## src/rtl/brk_pkg.sv

```systemverilog
// Shared encodings for the address break match unit.
// Assumes: the encodings below are fixed, because software and the bus decode them.
package brk_pkg;
    typedef enum logic [1:0] {
        CYC_FETCH = 2'd0,
        CYC_READ  = 2'd1,
        CYC_WRITE = 2'd2,
        CYC_IDLE  = 2'd3
    } cyc_e;

    typedef enum logic [1:0] {
        SP_ROM  = 2'd0,
        SP_RAM  = 2'd1,
        SP_IO8  = 2'd2,
        SP_IO16 = 2'd3
    } space_e;

    typedef enum logic [1:0] {
        COND_FETCH = 2'd0,
        COND_READ  = 2'd1,
        COND_WRITE = 2'd2,
        COND_RDWR  = 2'd3
    } cond_e;

    localparam logic [1:0] SEL_STATUS = 2'd0;
    localparam logic [1:0] SEL_ADDR   = 2'd1;
    localparam logic [1:0] SEL_COND   = 2'd2;

    localparam int FLAG_BIT = 7;
    localparam int EN_BIT   = 6;
endpackage

```

## src/rtl/brk_cmp.sv

```systemverilog
// Match detector: flags a bus cycle whose address equals the break address
// and whose cycle type is accepted by the condition select.
// Assumes: one bus cycle per clock, each judged on its own.
module brk_cmp #(
    parameter int ADDR_W = 16
) (
    input  logic              valid,
    input  logic [ADDR_W-1:0] addr,
    input  logic [1:0]        cyc,
    input  logic [1:0]        cond,
    input  logic [ADDR_W-1:0] brk_addr,
    output logic              hit
);
    import brk_pkg::*;

    logic type_ok;

    // Decide whether this cycle type is accepted by the condition select.
    always_comb begin
        unique case (cond_e'(cond))
            COND_FETCH: type_ok = (cyc_e'(cyc) == CYC_FETCH);
            COND_READ:  type_ok = (cyc_e'(cyc) == CYC_READ);
            COND_WRITE: type_ok = (cyc_e'(cyc) == CYC_WRITE);
            default:    type_ok = (cyc_e'(cyc) == CYC_READ) || (cyc_e'(cyc) == CYC_WRITE);
        endcase
    end

    // Combine the cycle qualifier with exact address equality.
    always_comb begin
        hit = valid && type_ok && (addr == brk_addr);
    end
endmodule

```

## src/rtl/brk_lane.sv

```systemverilog
// Byte lane picker: selects the half of the data bus that carries the accessed byte.
// Assumes: 8-bit I/O only drives the upper lane, and word accesses to 8-bit I/O
// arrive as separate byte-lane cycles.
module brk_lane #(
    parameter int DATA_W = 16
) (
    input  logic              word,
    input  logic              addr_lsb,
    input  logic [1:0]        space,
    input  logic [DATA_W-1:0] data,
    output logic [DATA_W/2-1:0] lane
);
    import brk_pkg::*;

    localparam int LANE_W = DATA_W / 2;

    logic use_low;

    // Only an odd word access on a full-width space uses the lower lane.
    always_comb begin
        use_low = word && addr_lsb && (space_e'(space) != SP_IO8);
    end

    // Steer the chosen half of the bus to the output.
    always_comb begin
        lane = use_low ? data[LANE_W-1:0] : data[DATA_W-1 -: LANE_W];
    end
endmodule

```

## src/rtl/brk_regs.sv

```systemverilog
// Register file: break address, condition select, enable and the match flag,
// including the read-then-write-zero clearing rule.
// Assumes: ADDR_W <= DATA_W; the read strobe marks a status read.
module brk_regs #(
    parameter int ADDR_W = 16,
    parameter int DATA_W = 16
) (
    input  logic              clk,
    input  logic              rst_n,
    input  logic [1:0]        reg_sel,
    input  logic              reg_wr,
    input  logic              reg_rd,
    input  logic [DATA_W-1:0] reg_wdata,
    input  logic              hit,
    output logic [ADDR_W-1:0] brk_addr,
    output logic [1:0]        cond,
    output logic              flag,
    output logic              en,
    output logic [DATA_W-1:0] reg_rdata
);
    import brk_pkg::*;

    localparam int RSV_W = EN_BIT;

    logic [ADDR_W-1:0] addr_q;
    logic [1:0]        cond_q;
    logic              flag_q;
    logic              en_q;
    logic              seen_q;
    logic              wr_stat, rd_stat, clr;

    // Decode strobes for the status register and the clearing condition.
    always_comb begin
        wr_stat = reg_wr && (reg_sel == SEL_STATUS);
        rd_stat = reg_rd && (reg_sel == SEL_STATUS);
        clr     = wr_stat && !reg_wdata[FLAG_BIT] && seen_q && flag_q;
    end

    // Hold the configuration registers.
    always_ff @(posedge clk) begin
        if (!rst_n) begin
            addr_q <= '1;
            cond_q <= COND_FETCH;
            en_q   <= 1'b0;
        end else begin
            if (reg_wr && reg_sel == SEL_ADDR) addr_q <= reg_wdata[ADDR_W-1:0];
            if (reg_wr && reg_sel == SEL_COND) cond_q <= reg_wdata[1:0];
            if (wr_stat)                       en_q   <= reg_wdata[EN_BIT];
        end
    end

    // Flag and read-seen tracking; a new match outranks a clear.
    always_ff @(posedge clk) begin
        if (!rst_n) begin
            flag_q <= 1'b0;
            seen_q <= 1'b0;
        end else if (hit) begin
            flag_q <= 1'b1;
            seen_q <= 1'b0;
        end else if (clr) begin
            flag_q <= 1'b0;
            seen_q <= 1'b0;
        end else if (rd_stat && flag_q) begin
            seen_q <= 1'b1;
        end
    end

    // Read mux for the register port.
    always_comb begin
        reg_rdata = '0;
        unique case (reg_sel)
            SEL_STATUS: begin
                reg_rdata[FLAG_BIT]  = flag_q;
                reg_rdata[EN_BIT]    = en_q;
                reg_rdata[RSV_W-1:0] = '1;
            end
            SEL_ADDR: reg_rdata[ADDR_W-1:0] = addr_q;
            SEL_COND: reg_rdata[1:0]        = cond_q;
            default:  reg_rdata = '0;
        endcase
    end

    assign brk_addr = addr_q;
    assign cond     = cond_q;
    assign flag     = flag_q;
    assign en       = en_q;

    AST_RESET_VALUES: assert property (@(posedge clk) !rst_n |=> (addr_q == '1 && !flag_q && !en_q));
    AST_HIT_SETS_FLAG: assert property (@(posedge clk) disable iff (!rst_n) hit |=> flag_q);
    AST_SET_ONLY_ON_HIT: assert property (@(posedge clk) disable iff (!rst_n) $rose(flag_q) |-> $past(hit));
    AST_NO_BLIND_CLEAR: assert property (@(posedge clk) disable iff (!rst_n) (flag_q && !seen_q) |=> flag_q);
    AST_CLEAR_BY_WRITE: assert property (@(posedge clk) disable iff (!rst_n)
        $fell(flag_q) |-> $past(reg_wr && reg_sel == SEL_STATUS && !reg_wdata[FLAG_BIT]));
    AST_RESERVED_ONES: assert property (@(posedge clk) disable iff (!rst_n)
        (reg_sel == SEL_STATUS) |-> (reg_rdata[RSV_W-1:0] == '1));
endmodule

```

## src/rtl/brk_match_unit.sv

```systemverilog
// Address break match unit top: ties the match detector, the lane picker and
// the register file together and forms the interrupt request.
// Assumes: synchronous active-low reset; bus inputs are stable around the clock edge.
module brk_match_unit #(
    parameter int ADDR_W = 16,
    parameter int DATA_W = 16
) (
    input  logic              clk,
    input  logic              rst_n,
    input  logic              bus_valid,
    input  logic [ADDR_W-1:0] bus_addr,
    input  logic              bus_word,
    input  logic [1:0]        bus_cyc,
    input  logic [1:0]        bus_space,
    input  logic [DATA_W-1:0] bus_data,
    input  logic [1:0]        reg_sel,
    input  logic              reg_wr,
    input  logic              reg_rd,
    input  logic [DATA_W-1:0] reg_wdata,
    output logic [DATA_W-1:0] reg_rdata,
    output logic [DATA_W/2-1:0] lane_byte,
    output logic              irq
);
    import brk_pkg::*;

    logic [ADDR_W-1:0] brk_addr;
    logic [1:0]        cond;
    logic              hit, flag, en;

    brk_cmp #(.ADDR_W(ADDR_W)) u_cmp (
        .valid    (bus_valid),
        .addr     (bus_addr),
        .cyc      (bus_cyc),
        .cond     (cond),
        .brk_addr (brk_addr),
        .hit      (hit)
    );

    brk_lane #(.DATA_W(DATA_W)) u_lane (
        .word     (bus_word),
        .addr_lsb (bus_addr[0]),
        .space    (bus_space),
        .data     (bus_data),
        .lane     (lane_byte)
    );

    brk_regs #(.ADDR_W(ADDR_W), .DATA_W(DATA_W)) u_regs (
        .clk       (clk),
        .rst_n     (rst_n),
        .reg_sel   (reg_sel),
        .reg_wr    (reg_wr),
        .reg_rd    (reg_rd),
        .reg_wdata (reg_wdata),
        .hit       (hit),
        .brk_addr  (brk_addr),
        .cond      (cond),
        .flag      (flag),
        .en        (en),
        .reg_rdata (reg_rdata)
    );

    // Request an interrupt while the flag is up and enabled.
    always_comb begin
        irq = flag && en;
    end

    AST_IO8_UPPER_LANE: assert property (@(posedge clk) disable iff (!rst_n)
        (bus_space == SP_IO8) |-> (lane_byte == bus_data[DATA_W-1 -: DATA_W/2]));
    AST_BYTE_UPPER_LANE: assert property (@(posedge clk) disable iff (!rst_n)
        !bus_word |-> (lane_byte == bus_data[DATA_W-1 -: DATA_W/2]));
    AST_IDLE_NO_SET: assert property (@(posedge clk) disable iff (!rst_n)
        (!flag && (!bus_valid || bus_cyc == CYC_IDLE)) |=> !flag);
endmodule

```

## config.mk

```make
export PLATFORM = sky130hd
export DESIGN_NAME = brk_match_unit
export DESIGN_NICKNAME = d
export VERILOG_FILES = /design/src/rtl/brk_pkg.sv /design/src/rtl/brk_cmp.sv /design/src/rtl/brk_lane.sv /design/src/rtl/brk_regs.sv /design/src/rtl/brk_match_unit.sv
export SDC_FILE = /design/constraint.sdc
export NUM_CORES = 1
export LEC_CHECK = 0
export BUFFER_PORTS_ARGS = -buffer_cell sky130_fd_sc_hd__buf_4
export CORE_MARGIN = 2
export CORE_UTILIZATION = 30
export DETAILED_ROUTE_END_ITERATION = 10
export GPL_TIMING_DRIVEN = 0
export SYNTH_ARGS = -nofsm -noshare
export SYNTH_HDL_FRONTEND = slang
export SYNTH_SLANG_ARGS = --single-unit
```

## constraint.sdc

```tcl
create_clock -name clk -period 3 [get_ports clk]
set_clock_uncertainty 0.2 [all_clocks]
set_input_delay 0 -clock clk [delete_from_list [all_inputs] [get_ports clk]]
set_output_delay 0 -clock clk [all_outputs]
set_load 0.005 [all_outputs]
```

# == After elaboration in Yosys (flattened, before gate mapping) ==
# Cells that the tools add are included.
# op_classes
muxes,7
n_shift,0
addsub,0
order_cmp,0
n_eq_ne,8
n_reduce_logical,20
n_div,0
multipliers,0
n_bitwise,1
# ops
operator,count
equality test 16 bit,1
2-to-1 mux 8 bit,2
logical AND 1 bit,13
one-hot mux 6 bit (2 select lines),1
equality test 2 x 1 -> 1 bit (second input constant),3
equality test 2 bit (second input constant),3
logical NOT 2 bit,3
one-hot mux 2 bit (3 select lines),1
one-hot mux 1 bit (3 select lines),1
OR reduction 3 bit,1
2-to-1 mux 1 bit,2
!= test 2 bit (second input constant),1
nonzero test 2 bit,1
logical NOT 1 bit,1
logical OR 1 bit,1
NOT 1 bit,1
# totals
latchBits,0
rom_bits,0
ram_bits,0
regBits,21
inputBits,60
out_inout_bits,25
memories,0

# == Depth between registers and ports, before layout ==
# Gate-level depths: netlist of the first run.
# logic_depth
depth_word,7
depth_mapped,5

# == Hierarchy ==
# From an unflattened synthesis of the first run, not the netlist that was laid out.
# unflattened
cells_unflattened,155
hier_area_um2,1316.3
# by_module_without_submodules
module,area_per_inst_um2,instances,cells_per_inst
brk_regs,947.2,1,116
brk_cmp,247.7,1,28
brk_lane,115.1,1,10
brk_match_unit,6.3,1,1

# == Worst setup path before layout of the first run ==
# No wires, ideal clock.
# synth_timing
path_kind,reg-to-reg
startpoint,"reg u_regs.cond_q[0], in the netlist u_regs.cond[0]"
endpoint,"reg u_regs.flag_q, in the netlist u_regs.flag"
slack_ps,1514
period_less_slack_ps,1486
path_stages_with_launch,4
t_required_ps,2685
arrival_ps,1170
cell_sequence,dfxtp_1 > mux4_2 > and4_1 > a31o_1
# synth_between
elab_chain_cells,5
# synth_rtl
item,line_no,source
from (decl),brk_regs.sv:26,logic [1:0] cond_q;
from (signal assigned),brk_regs.sv:47,if (reg_wr && reg_sel == SEL_COND) cond_q <= reg_wdata[1:0];
equality test 2 bit (tied with other cells),brk_cmp.sv:20,unique case (cond_e'(cond))
one-hot mux 1 bit (3 select lines) (*),brk_cmp.sv:20,
logical AND 1 bit (*) (2 in series),brk_cmp.sv:30,hit = valid && type_ok && (addr == brk_addr);
2-to-1 mux 1 bit or nonzero test 2 bit (tied branches),n/a,
to (signal assigned),brk_regs.sv:55,flag_q <= 1'b0;
to (signal assigned),brk_regs.sv:58,flag_q <= 1'b1;
to (signal assigned),brk_regs.sv:61,flag_q <= 1'b0;
to (decl),brk_regs.sv:27,logic flag_q;
# Mark *: on every way between the ends. The rest lies on a longest branch, timed or not.
# A chain may end at the register's enable or synchronous reset.

# == Worst setup path in the final report of the first run ==
# layout_timing
startpoint,in reg_sel[1]
endpoint,"reg u_regs.addr_q[1], in the netlist u_regs.brk_addr[1]"
# layout_between
elab_chain_cells,2
# layout_rtl
item,line_no,source
from (decl),brk_match_unit.sv:16,"input logic [1:0] reg_sel,"
equality test 2 x 1 -> 1 bit,brk_regs.sv:46,if (reg_wr && reg_sel == SEL_ADDR) addr_q <= reg_wdata[ADDR_W-1:0];
logical AND 1 bit,brk_regs.sv:46,
to (signal assigned),brk_regs.sv:46,
to (decl),brk_regs.sv:25,logic [ADDR_W-1:0] addr_q;
# Every way passes these cells.

==> flow_metrics.py, run 1 <==
metrics = {
    "run_status": {
        "status": "finished clean",
    },
    "timing": {
        "timing.final.max_slew_violations": 0,
        "relSlewSlack_pct": 67.3,
        "worst_pin_slew_ns": 0.491,
        "hold_viol": 0,
        "finalSetupViolCount": 0,
        "min_period_ns": 2.18,
        "fin_setup_tns_ns": 0,
        "period_share_pct": 72.6,
        "fmax_mhz": 459,
        "rsz0062_at_grt": "no",
    },
    "setup_path": {
        "critPathBufInv": 4,
        "slowest_delay_ns": 0.55,
        "cpLargestDelayFamily": "buffers and inverters",
        "worst_ep_arrival_time_ns": 2.19,
        "cp_common_cell": "dlygate4sd3_1",
        "worstSetupPathDepth": 8,
        "critical_path_required_ns": 3.01,
        "path_class": "input port to register",
        "ff2ff_path_depth": 4,
        "critPathSlowestCell": "dlygate4sd3_1",
        "path_max_fanout": 10,
        "critical_path.startpoint_type": "input port",
        "crit_path_cell_trace": "dlygate4sd3_1 > buf_4 > nor2b_2 > and2_1 > buf_2 > nand2_1 > nand3_1 > dlygate4sd3_1",
        "endpoint_kind": "register",
    },
    "final_layout": {
        "drive_gt1_share_pct": 38.8,
        "antenna_cells": 0,
        "layout.nets": 332,
        "area_delta_synth_final_pct": 75.3,
        "final_core_util_pct": 55.6,
    },
    "floorplan": {
        "fp.dieW_microns": 69.5,
        "initial_core_util_pct": 31.7,
        "num_io_pins": 85,
        "die_y_microns": 69.5,
        "dieArea_sq_um": 4830,
        "rows": 23,
        "core_sq_um": 4060,
    },
    "logic_synthesis": {
        "synthSimpleGateAreaFrac_pct": 29.1,
        "async_reset_ff_share_pct": 0,
        "yosys-top-cells-area": "dfxtp_1, xor2_1, nand2_1",
        "ys.flop_type": "dfxtp_1",
        "yosysMostFrequentCell": "nand2_1",
        "synth_area_leader_cell": "dfxtp_1",
        "synth_cells": 157,
        "synth_cell_type_count": 31,
        "syn_area_sq_um": 1290,
        "synth_top_family_by_area": "simple AND/OR/NAND/NOR gates",
        "synthMuxAreaShare_pct": 11.9,
        "yosys_warnings": 0,
        "synth_common_cells": "nand2_1, dfxtp_1, xor2_1, nand3_1, and2_1",
        "synth_compound_area_share_pct": 7.97,
        "synth_xor_area_share_pct": 10.9,
        "synth-edff-count": 0,
        "yosys_register_bits": 21,
        "yosysSeqAreaShare_pct": 32.7,
        "yosys.area_share.adder_pct": 2.92,
        "syn_area_per_cell_sq_um": 8.20,
        "yosys.area.top_type_share_pct": 32.7,
        "synth_nets": 220,
    },
    "clock_network": {
        "cts_root_buf": "clkbuf_8",
        "path_clk_slew_ns": 0.08,
        "ctsResizeCount": 0,
        "ctsLongestPathBuffers": 2,
        "htree_num_levels": 1,
        "clk_latency_ns": 0.26,
        "cts_buffers": 3,
        "clock_sinks": 21,
        "cts_tree": "done",
    },
    "power": {
        "p_leak_nw": 1.11,
        "ir_drop_mv": 0.138,
        "pwr_density_cell_nw_per_um2": 309,
    },
    "drt": {
        "viasPerCell": 4.58,
        "drt_iter0_markers": 35,
        "drc": 0,
        "wl_per_cell_microns": 12.2,
        "vias": 1455,
        "drt-total-wl_microns": 3870,
        "dr.pass1.iters": 4,
        "postRouteAntennaNets": 0,
    },
    "grt": {
        "grt_usage_pct": 15.5,
        "antenna_found_initial": 0,
        "grt-ovfl-total": 0,
        "grt_pass1_wl_microns": 6110,
        "grt_max_degree": 13,
        "grt_pass1_vias": 1399,
    },
    "min_path": {
        "hold_path.class": "input port to register",
        "worstHoldPathCells": 4,
    },
    "placement": {
        "gp_congestion": 0.748,
        "dp_hpwl_microns": 2900,
        "io_buffer_count": 84,
    },
    "run": {
        "maxCapViolCount": 0,
    },
}
-- state kept, by name, indices dropped and copies added (netlist names) --
name and count:
u_regs.brk_addr 16, u_regs.cond 2, u_regs.en 1, u_regs.flag 1, u_regs.seen_q 1
-- cells in the final DEF (no fill, tap or decap) --
cell type	netlist	layout
clkbuf_1	4	4
and3_1	3	3
dfxtp_1	21	21
nand2b_1	2	2
a21oi_1	7	7
buf_2	3	3
nor2b_1	3	3
and2b_2	1	1
clkbuf_8	0	3
dlygate4sd3_1	0	23
nor2b_2	1	1
and2_1	10	10
a31o_1	1	1
and4_1	1	1
nor2_2	1	1
mux4_2	1	1
o211ai_2	1	1
nor2_1	2	2
xnor2_1	1	1
mux2i_1	4	4
nand2_1	31	31
o211ai_1	4	4
clkinv_2	0	1
nand4b_1	1	1
nor4_1	3	3
a21boi_0	1	1
ha_1	3	3
buf_4	0	84
mux2_2	8	8
nand3b_1	1	1
nor3_1	1	1
nand3_1	13	13
o221ai_1	1	1
xor2_1	15	15
inv_1	8	8
-- logic make-up (layout without fill, tap and decap cells) --
kind of cell / after synthesis / count (layout)
buffers and inverters: 15 / 126
multiplexers: 13 / 13
XOR/XNOR: 16 / 16
flip-flops: 21 / 21
adder cells (fa/ha/maj): 3 / 3
AND/OR/NAND/NOR: 74 / 74
AO/OA/AOI/OAI: 15 / 15
-- stage by stage --
step / area [sq um] / instances / setup WS [ns] / total power, mW / hold WS (ns)
finish: 2260 / 318 / 0.821 / 0.696 / 0.0860
global route: 2260 / 318 / 0.697 / 0.739 / 0.104
CTS: 2260 / 318 / 0.831 / 0.706 / 0.0814
detailed placement: 1980 / 291 / 1.41 / 0.497 / 0.0146
global placement: 1980 / 291 / 1.42 / 0.495 / 0.00908
floorplan: 1290 / 157 / 1.51 / 0.383 / -0.0760
-- worst min-delay path, stage by stage --
cell,delay (ns)
buf_4,0.09
xnor2_1,0.10
and3_1,0.19
a31o_1,0.14
-- final timing paths --
kind	from	to	slack, ns
max	reg_sel[1]	u_regs.brk_addr[1]$_SDFFE_PN1P_	0.82
max reg2reg	u_regs.cond[0]$_SDFFE_PN0P_	u_regs.seen_q$_SDFFE_PP0P_	0.96
min reg2reg	u_regs.brk_addr[9]$_SDFFE_PN1P_	u_regs.brk_addr[9]$_SDFFE_PN1P_	0.29
min	bus_addr[12]	u_regs.flag$_SDFFE_PN0P_	0.09
-- timing repair --
action | 4_1_cts | 5_1_grt
setup endpoints to repair | 0 | 0
buffers inserted | 0 | 0
hold buffers | 23 | 0
hold endpoints to repair | 21 | 0
-- where the power goes --
| group | switching [mW] | total [mW] | internal [mW] |
|---|---|---|---|
| sequential | 0.0101 | 0.301 | 0.291 |
| combinational | 0.0760 | 0.210 | 0.134 |
| clock | 0.0924 | 0.185 | 0.0925 |
-- layer usage --
metal  routed length, microns  GRT usage (%)
met3                      318           3.78
met4                       21           2.61
met2                     1860           27.1
met5                        0              0
met1                     1670           19.4
-- layout make-up --
class | instances | area (sq um)
clock buffers | 3 | 41.3
clock inverters | 1 | 5.00
repair buffers | 107 | 861
plain buffers | 7 | 30.0
multi-input cells | 121 | 807
well taps | 50 | 62.6
fillers | 386 | 1800
flip-flops and latches | 21 | 420
inverters | 8 | 30.0
(Power assumes the default switching activity.)
==> run 2: changes to the inputs <==
- ABC_AREA: default -> 1
- clock period: 3 -> 2.25 ns (I/O delays scaled with it)
==> run 2 against run 1 <==
Against the previous run: sequential share of layout area down 3.2 points; worst hold slack got worse by 0.073 ns; first-iteration DRC count increased by 83%; core utilization down 6.0 points; die area is 30% higher; critical path type is now input port to output pin; routed wire length increased by 33%; global-route usage increased by 1.0 points; register-to-register slack got worse by 0.12 ns.
==> flow_metrics.py, run 2 <==
metrics = {
    "run_status": {
        "status": "finished clean",
    },
    "drt": {
        "postRouteAntennaNets": 0,
        "drc": 0,
        "wl_per_cell_microns": 11.4,
        "dr_wl_met2_microns": 2450,
        "met3_wirelength_microns": 359,
        "vias": 1957,
        "dr.pass1.iters": 4,
        "viasPerCell": 4.36,
        "top_layer": "met4",
        "drt_iter0_markers": 64,
        "drt-total-wl_microns": 5140,
        "wl_met1_microns": 2270,
    },
    "timing": {
        "fmax_mhz": 497,
        "relSlewSlack_pct": 46.1,
        "timing.final.max_slew_violations": 0,
        "worst_pin_slew_ns": 0.808,
        "period_share_pct": 89.5,
        "fin_setup_tns_ns": 0,
        "min_period_ns": 2.01,
        "finalSetupViolCount": 0,
        "hold_viol": 0,
        "rsz0062_at_grt": "no",
    },
    "placement": {
        "dp_hpwl_microns": 4070,
        "gp_congestion": 0.855,
        "io_buffer_count": 83,
        "detailed_place.area_sq_um": 2410,
    },
    "grt": {
        "grt-ovfl-total": 0,
        "grt_usage_pct": 16.5,
        "grt_pass1_vias": 1884,
        "grt_max_degree": 13,
        "antenna_found_initial": 0,
        "grt_pass1_wl_microns": 8210,
    },
    "final_layout": {
        "antenna_cells": 0,
        "layout.nets": 441,
        "design_area_sq_um": 2730,
        "final_cell_mix": "nand2_1, buf_4, inv_1",
        "drive_gt1_share_pct": 33.4,
        "largest_register_ffs": 16,
        "area_delta_synth_final_pct": 60.6,
    },
    "floorplan": {
        "core_sq_um": 5510,
        "num_io_pins": 85,
        "dieArea_sq_um": 6290,
        "rows": 27,
        "die_y_microns": 79.3,
        "fp.dieW_microns": 79.3,
        "initial_core_util_pct": 30.9,
    },
    "setup_path": {
        "ff2ff_path_depth": 9,
        "cp_common_cell": "dlygate4sd3_1",
        "slowest_delay_ns": 0.61,
        "critPathSlowestCell": "dlygate4sd3_1",
        "endpoint_kind": "output pin",
        "cpLargestDelayFamily": "buffers and inverters",
        "path_class": "input port to output pin",
        "crit_path_cell_trace": "dlygate4sd3_1 > buf_6 > nor2_2 > dlygate4sd3_1 > inv_2 > o22ai_1 > buf_4",
        "critical_path.startpoint_type": "input port",
        "r2r_start": "u_regs.brk_addr[0]$_SDFFE_PN1P_",
        "r2r-end": "u_regs.seen_q$_SDFFE_PP0P_",
        "r2r_slack_ns": 0.84,
        "critPathBufInv": 5,
        "worst_ep_arrival_time_ns": 1.81,
        "path_max_fanout": 9,
        "critical_path_required_ns": 2.05,
    },
    "clock_network": {
        "cts_root_buf": "clkbuf_8",
        "cts_setup_buffers": 0,
        "clk_latency_ns": 0.27,
        "htree_num_levels": 1,
        "clock_sinks": 21,
        "cts_buffers": 3,
        "path_clk_slew_ns": 0.08,
        "cts_tree": "done",
        "ctsLongestPathBuffers": 2,
    },
    "power": {
        "power_mw": 1.02,
        "ir_drop_mv": 0.183,
        "pwr-share-seq_pct": 39.1,
        "p_switching_mw": 0.307,
        "combinationalPowerShare_pct": 35.3,
        "p_clk_share_pct": 25.6,
        "p_leak_nw": 1.47,
        "swShare_pct": 30.0,
        "p_int_mw": 0.714,
        "pwr_density_cell_nw_per_um2": 374,
    },
    "logic_synthesis": {
        "ys.flop_type": "dfxtp_1",
        "synth_cells": 263,
        "async_reset_ff_share_pct": 0,
        "yosys_register_bits": 21,
        "synth_cell_type_count": 25,
        "yosysSeqAreaShare_pct": 24.7,
        "synth_nets": 326,
        "yosysMostFrequentCell": "nand2_1",
        "synth-edff-count": 0,
        "synth_area_leader_cell": "dfxtp_1",
        "syn_area_sq_um": 1700,
        "yosys_warnings": 0,
        "yosys.area.top_type_share_pct": 24.7,
        "yosys-top-cells-area": "dfxtp_1, nand2_1, o211ai_2",
        "syn_area_per_cell_sq_um": 6.47,
        "synth_common_cells": "nand2_1, inv_1, nor2_1, dfxtp_1, o211ai_2",
    },
    "min_path": {
        "hold_end": "u_regs.cond[0]$_SDFFE_PN0P_",
        "hold_path.class": "input port to register",
        "hp-start": "reg_sel[1]",
        "worstHoldPathCells": 5,
    },
    "run": {
        "maxCapViolCount": 0,
    },
}
==> run 2: power groups by stage <==
stage / logic (mW) / clock network [mW] / registers [mW]
after floorplan: 0.162 / 0 / 0.406
after global placement: 0.322 / 0 / 0.408
after detailed placement: 0.327 / 0 / 0.408
after CTS: 0.364 / 0.268 / 0.399
after global routing: 0.401 / 0.278 / 0.402
final: 0.360 / 0.262 / 0.400
==> run 2: metal layers <==
layer / vias to the layer above / track usage (%)
li1: 1045 / -
met1: 837 / 20.1
met2: 69 / 29.7
met3: 6 / 2.73
met4: 0 / 4.48
met5: - / 0
==> run 2: worst max-delay path by stage <==
stage / from / endpoint / slack [ns] / cells past startpoint
after global placement: u_regs.brk_addr[3]$_SDFFE_PN1P_ / u_regs.seen_q$_SDFFE_PP0P_ / 0.85 / 9
after detailed placement: u_regs.brk_addr[3]$_SDFFE_PN1P_ / u_regs.seen_q$_SDFFE_PP0P_ / 0.83 / 9
after global routing: reg_sel[0] / u_regs.seen_q$_SDFFE_PP0P_ / 0.16 / 11
after CTS: reg_sel[0] / reg_rdata[7] / 0.25 / 7
final: reg_sel[0] / reg_rdata[7] / 0.24 / 7
after floorplan: u_regs.cond[1]$_SDFFE_PN0P_ / u_regs.seen_q$_SDFFE_PP0P_ / 1.06 / 7
==> run 2: area by class of cell <==
class / count / area, sq um
buffer: 7 / 67.6
fill: 573 / 2780
timing repair buffer: 110 / 893
tap: 72 / 90.1
inverter: 50 / 188
multi-input combinational: 185 / 1020
sequential: 21 / 420
clock buffer: 3 / 41.3
clock inverter: 1 / 5.00
==> run 2: cells by family (layout without fill, tap and decap cells) <==
logic type                 after synthesis  count (layout)  synth area share, %
and+or+nand+nor                        130             130                 31.3
muxes                                    8               8                 5.30
xor gates and xnor gates                 4               4                 2.06
buffers and inverters                   57             171                 15.0
adders and majority gates                3               3                 2.21
DFF                                     21              21                 24.7
AOI/OAI and AO/OA                       40              40                 19.4
==> run 2: through the flow <==
step           utilization [%]  setup slack [ns]  hold slack (ns)  cells
2_1_floorplan                -              1.06           -0.172    263
3_3_place_gp              43.8             0.854          0.00806    418
3_5_place_dp              43.8             0.835           0.0115    418
4_1_cts                   49.6             0.249           0.0124    449
5_1_grt                   49.6             0.159           0.0589    449
6_report                  49.6             0.237           0.0125    449
==> run 2: worst reg2reg max path, cell delays in order, from the launching register on <==
cell     delay (ns)
dfxtp_1        0.38
inv_1          0.08
nand2_1        0.08
nand2_1        0.07
nor2_1         0.11
nand2_1        0.06
nor2_1         0.11
nand3_1        0.12
nand2_1        0.08
inv_1          0.03
==> run 2: repair_timing <==
action                                 4_1_cts  5_1_grt
endpoints found under the hold margin       21        0
hold buffers                                27        0
gates resized for setup                      0        0
